==> config.mk <==
export PLATFORM = sky130hd
export DESIGN_NAME = early_exit_mul
export DESIGN_NICKNAME = d
export VERILOG_FILES = /design/src/rtl/early_exit_mul_pkg.sv /design/src/rtl/mul_booth_pp.sv /design/src/rtl/mul_ctrl.sv /design/src/rtl/mul_dp.sv /design/src/rtl/early_exit_mul.sv
export SDC_FILE = /design/constraint.sdc
export NUM_CORES = 1
export LEC_CHECK = 0
export ABC_AREA = 1
export BUFFER_PORTS_ARGS = -buffer_cell sky130_fd_sc_hd__buf_2
export CAP_MARGIN = 25
export CORE_AREA = 2 2 147 149
export DETAILED_ROUTE_END_ITERATION = 8
export DIE_AREA = 0 0 149 151
export HOLD_SLACK_MARGIN = 0.02
export PLACE_DENSITY_LB_ADDON = 0.08
export SYNTH_ARGS = -nofsm -noshare
export SYNTH_HDL_FRONTEND = slang
export SYNTH_SLANG_ARGS = --single-unit
export TNS_END_PERCENT = 20
==> constraint.sdc <==
create_clock -name clk -period 10.25 [get_ports clk]
set_input_delay 2.05 -clock clk [delete_from_list [all_inputs] [get_ports clk]]
set_output_delay 2.05 -clock clk [all_outputs]
set_load 0.005 [all_outputs]
==> src/rtl/early_exit_mul_pkg.sv <==
package early_exit_mul_pkg;
  // strobes from the sequencer to the arithmetic path
  typedef struct packed {
    logic load;  // start accepted: take operands from the ports and do digit 0
    logic step;  // perform one more Booth digit from the held state
    logic last;  // the digit taken this cycle is the final one
  } mulStrobe_t;
endpackage

==> src/rtl/mul_booth_pp.sv <==
module mul_booth_pp #(
  parameter int WIDTH = 32
) (
  input  logic [2:0]       triple,   // {b(2i+1), b(2i), b(2i-1)}
  input  logic [WIDTH-1:0] mcand,
  output logic [WIDTH-1:0] partial
);
  always_comb begin
    unique case (triple)
      3'b001, 3'b010: partial = mcand;
      3'b011:         partial = mcand << 1;
      3'b100:         partial = -(mcand << 1);
      3'b101, 3'b110: partial = -mcand;
      default:        partial = '0;
    endcase
  end
endmodule

==> src/rtl/mul_ctrl.sv <==
module mul_ctrl
  import early_exit_mul_pkg::*;
#(
  parameter int WIDTH     = 32,
  parameter int MAX_STEPS = WIDTH / 2,
  parameter int CNT_W     = $clog2(MAX_STEPS + 1)
) (
  input  logic             clk,
  input  logic             rstN,
  input  logic             start,
  input  logic [WIDTH-1:0] opRs,
  output mulStrobe_t       strb,
  output logic             done
);
  logic [CNT_W-1:0] remain;
  logic [CNT_W-1:0] kSteps;
  logic             busy;
  logic             accept;

  assign busy   = (remain != '0);
  assign accept = start && !busy;

  // smallest k with opRs < 2^(2k-1), capped at MAX_STEPS
  always_comb begin
    kSteps = CNT_W'(MAX_STEPS);
    for (int i = MAX_STEPS - 1; i >= 1; i--) begin
      if ({1'b0, opRs} < ({{WIDTH{1'b0}}, 1'b1} << (2 * i - 1)))
        kSteps = CNT_W'(i);
    end
  end

  always_comb begin
    strb.load = accept;
    strb.step = busy;
    strb.last = (accept && kSteps == CNT_W'(1)) || (busy && remain == CNT_W'(1));
  end

  always_ff @(posedge clk or negedge rstN) begin
    if (!rstN) begin
      remain <= '0;
      done   <= 1'b0;
    end else begin
      if (accept)    remain <= kSteps - CNT_W'(1);
      else if (busy) remain <= remain - CNT_W'(1);
      done <= strb.last;
    end
  end

  // while busy the count only moves down by one; a new start cannot reload it
  p_countdown_r9: assert property (@(posedge clk) disable iff (!rstN)
    busy |=> (remain == $past(remain) - CNT_W'(1)));

  // the step count never exceeds the ceiling
  p_step_cap_r4: assert property (@(posedge clk) disable iff (!rstN)
    remain < CNT_W'(MAX_STEPS));
endmodule

==> src/rtl/mul_dp.sv <==
module mul_dp
  import early_exit_mul_pkg::*;
#(
  parameter int WIDTH = 32
) (
  input  logic             clk,
  input  logic             rstN,
  input  mulStrobe_t       strb,
  input  logic             accEn,
  input  logic             setFlags,
  input  logic [WIDTH-1:0] opRm,
  input  logic [WIDTH-1:0] opRs,
  input  logic [WIDTH-1:0] opRn,
  output logic [WIDTH-1:0] result,
  output logic             flagN,
  output logic             flagZ
);
  logic [WIDTH-1:0] acc, mcand, mplier;
  logic             prevBit, flagsEnQ;
  logic [WIDTH-1:0] srcMcand, srcMplier, base, partial, accNext;
  logic             srcPrev, flagEnNow;

  always_comb begin
    srcMcand  = strb.load ? opRm : mcand;
    srcMplier = strb.load ? opRs : mplier;
    srcPrev   = strb.load ? 1'b0 : prevBit;
    base      = strb.load ? (accEn ? opRn : '0) : acc;
    flagEnNow = strb.load ? setFlags : flagsEnQ;
    accNext   = base + partial;
  end

  mul_booth_pp #(.WIDTH(WIDTH)) uBooth (
    .triple  ({srcMplier[1:0], srcPrev}),
    .mcand   (srcMcand),
    .partial (partial)
  );

  always_ff @(posedge clk or negedge rstN) begin
    if (!rstN) begin
      acc      <= '0;
      mcand    <= '0;
      mplier   <= '0;
      prevBit  <= 1'b0;
      flagsEnQ <= 1'b0;
      result   <= '0;
      flagN    <= 1'b0;
      flagZ    <= 1'b0;
    end else begin
      if (strb.load || strb.step) begin
        acc     <= accNext;
        mcand   <= srcMcand << 2;
        mplier  <= srcMplier >> 2;
        prevBit <= srcMplier[1];
      end
      if (strb.load) flagsEnQ <= setFlags;
      if (strb.last) begin
        result <= accNext;
        if (flagEnNow) begin
          flagN <= accNext[WIDTH-1];
          flagZ <= (accNext == '0);
        end
      end
    end
  end

  // result moves only on a completion
  p_result_hold_r6: assert property (@(posedge clk) disable iff (!rstN)
    !strb.last |=> $stable(result));

  // flags move only on a completion that asked for them
  p_flags_hold_r8: assert property (@(posedge clk) disable iff (!rstN)
    !(strb.last && flagEnNow) |=> ($stable(flagN) && $stable(flagZ)));

  // updated flags agree with the result written in the same cycle
  p_flags_match_r7: assert property (@(posedge clk) disable iff (!rstN)
    (strb.last && flagEnNow) |=> ((flagZ == (result == '0)) && (flagN == result[WIDTH-1])));
endmodule

==> src/rtl/early_exit_mul.sv <==
module early_exit_mul
  import early_exit_mul_pkg::*;
#(
  parameter int WIDTH = 32
) (
  input  logic             clk,
  input  logic             rstN,
  input  logic             start,
  input  logic             accEn,
  input  logic             setFlags,
  input  logic [WIDTH-1:0] opRm,
  input  logic [WIDTH-1:0] opRs,
  input  logic [WIDTH-1:0] opRn,
  output logic             done,
  output logic [WIDTH-1:0] result,
  output logic             flagN,
  output logic             flagZ
);
  mulStrobe_t strb;

  mul_ctrl #(.WIDTH(WIDTH)) uCtrl (
    .clk   (clk),
    .rstN  (rstN),
    .start (start),
    .opRs  (opRs),
    .strb  (strb),
    .done  (done)
  );

  mul_dp #(.WIDTH(WIDTH)) uDp (
    .clk      (clk),
    .rstN     (rstN),
    .strb     (strb),
    .accEn    (accEn),
    .setFlags (setFlags),
    .opRm     (opRm),
    .opRs     (opRs),
    .opRn     (opRn),
    .result   (result),
    .flagN    (flagN),
    .flagZ    (flagZ)
  );

  // a completion is always preceded by an accepted start or a busy cycle
  p_done_cause_r3: assert property (@(posedge clk) disable iff (!rstN)
    done |-> ($past(strb.load) || $past(strb.step)));
endmodule

# After elaboration in Yosys (flattened, before gate mapping)
# Cells that the tools add are included.
# totals
elab_cells	74
input_bits	101
mem_bits_ro	0
latch_bits	0
ramBits	0
n_memories	0
output_inout_bits	35
regBits	134
# classes
n_addsub	5
n_lt_le_gt_ge	15
mul	0
n_bitwise	0
shifts	0
n_reduce_logical	12
div	0
n_eq_ne	8
n_mux	24
# op_table
cell	count
$mux W32	4
$pmux W32 S4	1
$mux W5	17
$neg A32 Y32	2
$add A32 B32 Y32	1
$logic_not A32 Y1	1
$lt A32 B10 Y1 const B	1
$lt A32 B12 Y1 const B	1
$lt A32 B14 Y1 const B	1
$lt A32 B16 Y1 const B	1
$lt A32 B18 Y1 const B	1
$lt A32 B2 Y1 const B	1
$lt A32 B20 Y1 const B	1
$lt A32 B22 Y1 const B	1
$lt A32 B24 Y1 const B	1
$lt A32 B26 Y1 const B	1
$lt A32 B28 Y1 const B	1
$lt A32 B30 Y1 const B	1
$lt A32 B4 Y1 const B	1
$lt A32 B6 Y1 const B	1
$lt A32 B8 Y1 const B	1
$eq A5 B1 Y1 const B	2
$sub A5 B1 Y5 const B	2
$eq A3 B3 Y1 const B	3
other kinds (10)	16

# Depth between registers and ports, before layout
# Gate-level depths: netlist of the first run.
# logic_depth
depth_word	20
mapped_depth	39
depth_no_buf	36

# By module
# A second synthesis of the first run with hierarchy kept.
# unflattened
cells_unflattened	1699
hier_area_um2	10811.6
# by_module_without_submodules
mod	area_per_inst_um2	cells_each	seq_area_each_um2	instances
mul_dp	8232.9	1211	3203.1	1
mul_booth_pp	1828.0	365	0.0	1
mul_ctrl	750.7	123	150.1	1

# Least setup slack after synthesis of the first run
# No wires, ideal clock.
# synth_timing
kind	input-to-reg
startpoint	in start
endpoint	reg uDp.flagZ
n_path_buf	3
arrival_ns	5.645
slack_ns	4.540
stages	31
required_ns	10.185
setup_time_ns	0.065
cell_sequence	nand3_4 > buf_6 > buf_4 > clkbuf_1 > nor2_1 > inv_1 > ha_1 > inv_1 > nor2_1 > nand3_2 > nor2_2 > nand3_1 > nor3_2 > nand2_1 > xor2_1 > inv_2 > nand2_1 > nand4_1 > ha_1 > nand2_1 > nor2_1 > nand2_1 > nand3b_1 > o211ai_1 > xor2_1 > nand2_1 > nor2_1 > nand3_1 > nor2_1 > nand3_1 > nand2_1
# synth_between
elab_chain_cells	7
elab_cells_between_ends	22
classes_between	3 x add/sub; 6 x eq/ne; 6 x mux; 7 x reduce/logical
# synth_rtl
item	line_no	rtl
start, declared	early_exit_mul.sv:8	input logic start,
$logic_and A1 B1 Y1 *	mul_ctrl.sv:21	assign accept = start && !busy;
branches (longest 6 deep; another with $neg A32 Y32)	n/a	
end signal, assigned	mul_dp.sv:60	flagZ <= (accNext == '0);
end, declared	mul_dp.sv:16	output logic flagZ
# Every way passes the cells marked *.
# A chain may end at the register's enable or synchronous reset.

# Worst setup path in the final report of the first run
# Same ends and word-level chain as after synthesis.

==> summary.md, run 1 <==
| Metric | Value |
|---|---|
| Pre-antenna DRT Iters | `5` |
| Avg Cell Area, Syn | `6.62 sq um` |
| DR WL met3 | `1510 um` |
| Core area | `about 21000 sq um` |
| Post-CTS Setup Bufs | `0` |
| Largest net degree at the start of global routing | `80` |
| Clock buffer depth | `2` |
| CP Launch Type | `primary input` |
| Via count | `10400` |
| Min Clock Period, post-route | `6.86 ns` |
| Clock slew seen by the registers of the worst setup and hold paths | `about 0.070 ns` |
| Fin. max-slew vios | `0` |
| Global placement routability congestion | `0.983` |
| Warnings, synthesis | `0` |
| CP required | `10.62 ns` |
| Drt total wl | `30100 um` |
| Status | `complete, no violations` |
| Total track usage | `27.3%` |
| I/O Pins | `~140` |
| TNS Setup | `0 ns` |
| Area delta synth->final | `13.5%` |
| Dpl cell area | `around 11000 sq um` |
| TritonCTS clock tree | `yes` |
| Vias in the first global route | `9550` |
| Critical path type | `in -> reg` |
| Ant. Diodes | `0` |
| PostCTS Resize Cnt | `0` |
| Post-synthesis sequential area ratio | `32.6%` |
| Max-slew headroom | `roughly a third` |
| Setup violators final | `0` |
| Tcrit/Tclk final | `between 60% and 70%` |
| DRT antenna net count | `0` |
| Initial antenna violation count | `0` |
| TritonCTS buffer count | `17` |
| CP max FO | `53` |
| Global-route wire length before repair | `~49000 um` |
| Crit path DAT | `about 7.2 ns` |
| Fin cells | `between 1500 and 2000` |
| Mapped cell area | `10300 sq um` |
| Async set-reset flop share out of synthesis | `100%` |
| Worst-skew pair later-pin latency | `roughly 0.43 ns` |
| PwrDens | `366 nW/um^2` |
| Top post-synthesis cells by count | `524 x nand2_1, 215 x inv_1, 152 x o21ai_0` |
| Hold Path Class | `reg -> reg` |
| Clock Skew | `roughly 0.011 ns` |
| Port Buffers | `around 140` |
| Count of flip-flops with a built-in enable after synthesis | `0` |
| Max VDD drop | `between 0.15 and 0.2 mV` |
| Cell count after synthesis | `approximately 1600` |
| Initial Utilization | `between 40 and 50%` |
| H-tree levels | `4` |
| Yosys top cell by area | `dfrtp_1` |
| Lkg Pwr | `6.15 nW` |
| Row cnt | `53` |
| Worst slew pin tran | `1.02 ns` |
| Die H | `between 150 and 200 um` |
| Netlist cell types | `49` |
| DR iter-0 viols | `~760` |
| WL/cell | `about 15 um` |
| Final nets | `around 1800` |
| Hold Fails Final Rpt | `0` |
| Hold buffer count at cts | `0` |
| Placed cells | `~1900` |
| M1 WL | `between 10000 and 15000 um` |
| Max-Cap Viols | `0` |
| Most common cell in the netlist | `nand2_1` |
| DR vias/cell | `between 5 and 6` |
| Most used DFF post-synth | `dfrtp_1` |
| CP Capture Type | `flop` |
| Hpwl dp | `around 23000 um` |
| Setup ws final | `roughly 3.4 ns` |
| Root buf cell | `clkbuf_16` |
| Yosys top cell area share | `32.6%` |
| DR top layer | `met4` |
| Layout cells sized above 1 | `13.1%` |
| Clock sinks | `134` |
| Pre-CTS setup slack | `~3 ns` |
| RSZ-0062 raised after global routing | `false` |
| DR WL met2 | `about 14000 um` |
| Fmax | `approximately 150 MHz` |
| Post-synthesis register bit count | `about 130` |
| Post-route cell area | `11700 sq um` |
| Die area | `about 22000 sq um` |
| Remaining Overflow, GRT | `0` |
| Synthesized Nets | `about 1700` |
| Die Wd | `149 um` |
| Synth area leaders | `dfrtp_1 33%, nand2_1 19%, inv_1 7.8%, o21ai_0 7.4%, ha_1 4.5%` |
| Residual DRC count | `0` |
## per-layer routing
metal,vias up,track usage [%]
met5,-,0
met4,0,7.43
met3,32,3.73
met2,279,45.4
met1,4819,37.5
li1,5270,-
## final timing paths
path | from | end | slack (ns) | depth (start not counted)
max | start | uDp.flagZ | 3.39 | 25
min | uDp.result[20] | uDp.result[20] | 0.48 | 2
max reg2reg | uCtrl.remain[0] | uDp.flagZ | 4.37 | 29
min reg2reg | uDp.result[20] | uDp.result[20] | 0.48 | 2
max in group asynchronous | rstN | uDp.result[13] | 7.28 | 2
min in group asynchronous | rstN | uDp.mcand[24] | 1.59 | 1
## logic make-up (layout without fill, tap and decap cells)
family	Yosys count	in the layout	synth area share [%]
xor+xnor	33	33	2.81
buf+inv	281	395	11.0
flops	134	134	32.6
simple gates	796	796	33.2
compound gates	273	273	15.7
fa+ha+maj	38	38	4.69
## worst max-delay path, stage by stage
cell and delay, ns:
buf_2 0.42, nand3_4 0.58, o21ai_1 0.38, nor2_1 0.09, nand2_1 0.59, inv_1 0.36, a221oi_1 0.31, o21ai_0 0.21
ha_1 0.44, nand2_1 0.14, nor2_1 0.18, nand2_1 0.10, nand2_1 0.10, nand2_1 0.08, nand2_1 0.15, nand2_1 0.07
nand2_1 0.14, nand3_1 0.09, nor2_1 0.17, nand4_1 0.14, nor2_1 0.13, nand3_1 0.08, nor2_1 0.09, nand3_1 0.07
nand2_1 0.06
## sequential cells by signal, indices dropped and copies added (netlist names)
signal,count
uDp.acc,32
uDp.flagN,1
uDp.prevBit,1
uCtrl.done,1
uDp.mplier,30
uDp.result,32
uDp.mcand,30
uDp.flagsEnQ,1
uCtrl.remain,5
uDp.flagZ,1
## final cells by class
type	count	area (sq um)
fill	2162	9130
multi-input combinational	1140	5820
sequential	134	3350
inverter	219	822
timing repair buffer	144	749
clock buffer	18	439
tap	275	344
clock inverter	14	165
## cell usage in the layout, fill, tap and decap left out, drive strengths merged
master	instances
o221ai	20
a21oi	33
clkinv	3
nand3	59
nand3b	10
a221oi	3
clkinvlp	4
inv	224
nor3b	1
a22oi	3
xnor2	4
buf	144
dfrtp	134
o21a	1
clkbuf	18
fa	1
o31ai	1
xor2	29
a31oi	6
nor4	3
or2	6
nand4	52
ha	37
o22ai	12
a221o	9
nand2	538
nor3	19
and2	1
a21o	3
bufinv	2
o2111ai	8
o211ai	13
o21ai	159
nor2	107
o21bai	2
## report_power, final
part	internal (mW)	switching (mW)
logic	0.909	1.86
clock network	0.371	0.265
registers	0.765	0.116
## per-stage QoR
step	utilization, %	hold WS, ns	total power [mW]
2_1_floorplan	-	0.448	2.91
3_3_place_gp	53.2	0.461	3.61
3_5_place_dp	53.2	0.468	3.62
4_1_cts	56.1	0.484	4.28
5_1_grt	56.1	0.501	4.72
6_report	56.1	0.479	4.28
Note: power is estimated with default switching activity, not from simulation.
==> inputs of run 2 (changes only) <==
clock period = 6.1 ns   (was 10.25 ns; I/O delays follow)
==> summary.md, run 2 (synthesized netlist as in run 1, its figures left out) <==
| Metric | Value |
|---|---|
| Via count | `10418 (+0.17%)` |
| RSZ-0062 raised after global routing | `false` |
| Reg2reg path depth | `31 (+6.9%)` |
| Die area | `22500 sq um (unchanged)` |
| CP max FO | `22 (-58%)` |
| Tcrit/Tclk final | `85.2%` |
| Hold slack | `0.478 ns (-0.00114 ns)` |
| Hold Path Class | `reg -> reg` |
| Status | `complete, no violations` |
| Vias in the first global route | `9673 (+1.3%)` |
| Largest registers | `uDp.acc x32, uDp.result x32` |
| Max VDD drop | `0.249 mV (+64%)` |
| Hold buffer count at cts | `0 (unchanged)` |
| Die H | `151 um (unchanged)` |
| TritonCTS buffer count | `17 (unchanged)` |
| Hpwl dp | `23200 um (+2.4%)` |
| Die Wd | `149 um (unchanged)` |
| Max-slew headroom | `34.9% (+2.8 points)` |
| Ant. Diodes | `0 (unchanged)` |
| DR vias/cell | `5.34 (-0.14%)` |
| CP required | `6.47 ns (-4.15 ns)` |
| Total track usage | `27.8% (+0.48 points)` |
| Root buf cell | `clkbuf_16` |
| Initial Utilization | `49.5% (unchanged)` |
| PostCTS Resize Cnt | `0 (unchanged)` |
| Layout fillers | `2095 (-3.1%)` |
| Clock buffer depth | `2 (unchanged)` |
| CP Launch Type | `primary input` |
| DR iter-0 viols | `764 (+0.66%)` |
| Worst-skew pair later-pin latency | `0.43 ns (about the same)` |
| Register area | `3350 sq um (unchanged)` |
| Commonest non-fill, non-tap cell in the layout | `nand2_1` |
| Port Buffers | `135 (unchanged)` |
| Row cnt | `53 (unchanged)` |
| Drt total wl | `30400 um (+1.0%)` |
| Clock slew seen by the registers of the worst setup and hold paths | `0.06 ns (about the same)` |
| Critical path type | `in -> reg` |
| TNS Setup | `0 ns (unchanged)` |
| Worst slew pin tran | `0.977 ns (-0.0407 ns)` |
| Hold path depth | `2 (unchanged)` |
| Final nets | `1801 (+0.33%)` |
| Fin. max-slew vios | `0 (unchanged)` |
| Layout cells sized above 1 | `13.4% (+0.31 points)` |
| Clock Skew | `0.00974 ns (-0.00170 ns)` |
| TritonCTS clock tree | `yes` |
| Clock sinks | `134 (unchanged)` |
| Crit path DAT | `5.56 ns (-1.68 ns)` |
| Max-Cap Viols | `0 (unchanged)` |
| Area delta synth->final | `14.2%` |
| PwrDens | `617 nW/um^2 (+68%)` |
| Global-route wire length before repair | `49500 um (+1.9%)` |
| Min Clock Period, post-route | `5.20 ns` |
| WL/cell | `15.6 um (+0.73%)` |
| Footprint of the multi-input gates | `5820 sq um (unchanged)` |
| Fmax | `slightly below 200 MHz` |
| Core area | `20800 sq um (unchanged)` |
| Largest net degree at the start of global routing | `107 (+34%)` |
| CP Capture Type | `flop` |
| Lkg Pwr | `6.20 nW (+0.75%)` |
| Residual DRC count | `0 (unchanged)` |
| Post-CTS Setup Bufs | `0 (unchanged)` |
| DRT antenna net count | `0 (unchanged)` |
| Remaining Overflow, GRT | `0 (unchanged)` |
| I/O Pins | `136 (unchanged)` |
| Most frequent cells in the layout | `524 x nand2_1, 215 x inv_1, 152 x o21ai_0` |
| Hold Fails Final Rpt | `0 (unchanged)` |
| H-tree levels | `4 (unchanged)` |
| Setup violators final | `0 (unchanged)` |
| Pre-antenna DRT Iters | `5 (unchanged)` |
| Global placement routability congestion | `0.932 (-5.1%)` |
| Initial antenna violation count | `0 (unchanged)` |
run 2: cell types whose count changed in the layout (fill, tap and decap cells not counted):
cell | previous run | this run
clkinvlp_4 | 4 | 1
inv_8 | 2 | 1
clkinv_4 | 2 | 5
buf_16 | 0 | 1
buf_4 | 9 | 14
inv_6 | 4 | 5
run 2: worst paths after layout:
| path | start | endpoint | slack (ns) |
|---|---|---|---|
| hold / removal | uDp.result[30] | uDp.result[30] | 0.48 |
| setup reg to reg | uCtrl.remain[0] | uDp.flagZ | 1.00 |
| hold reg to reg | uDp.result[30] | uDp.result[30] | 0.48 |
| min in group asynchronous | rstN | uDp.mcand[26] | 0.83 |
| max in group asynchronous | rstN | uDp.acc[14] | 4.08 |
| setup / recovery | start | uDp.flagZ | 0.90 |
run 2: cell type report:
cell class / instances / share of cell area, %
Clock buffer: 18 / 3.74
Timing Repair Buffer: 150 / 6.93
Tap cell: 275 / 2.93
Multi-Input combinational cell: 1140 / 49.5
Inverter: 219 / 6.99
Clock inverter: 14 / 1.42
Sequential cell: 134 / 28.5
run 2: metal layers:
| metal | vias to the layer above | routed length (um) | global-route usage, % |
|---|---|---|---|
| li1 | 5280 | - | - |
| met1 | 4812 | 14000 | 38.6 |
| met2 | 300 | 14400 | 46.4 |
| met3 | 26 | 1560 | 3.64 |
| met4 | 0 | 390 | 6.43 |
| met5 | - | 0 | 0 |
run 2: stage by stage:
step / std cells / instance area [sq um] / setup slack [ns] / utilization (%) / power [mW]
detailed placement: 1917 / 11100 / 0.572 / 53.4 / 6.15
global placement: 1917 / 11100 / 0.552 / 53.4 / 6.11
global route: 1950 / 11800 / 0.393 / 56.5 / 8.01
floorplan: 1555 / 10300 / 1.22 / - / 4.89
finish: 1950 / 11800 / 0.903 / 56.5 / 7.25
CTS: 1949 / 11700 / 0.978 / 56.3 / 7.26
run 2: critical path: stages:
cell,delay (ns)
buf_2,0.12
nand3_4,0.24
buf_4,0.26
nand2_1,0.08
nand2_2,0.16
nand2_1,0.11
nor2_1,0.11
nand2_1,0.12
nor2_4,0.21
nand2_4,0.10
xor2_1,0.17
a221o_1,0.36
ha_1,0.39
nand2_1,0.11
nor2_1,0.15
inv_1,0.06
nor2_1,0.24
nand4_1,0.23
nand3_1,0.18
nand2_1,0.08
nand2_1,0.07
xor2_1,0.25
nand2_1,0.09
nor2_1,0.12
nand3_1,0.08
nor2_1,0.10
nand3_1,0.08
nand2_1,0.06
run 2: power breakdown:
| group | switching, mW | total [mW] | internal, mW |
|---|---|---|---|
| registers | 0.188 | 1.47 | 1.29 |
| clock network | 0.447 | 1.07 | 0.626 |
| logic | 3.16 | 4.71 | 1.55 |
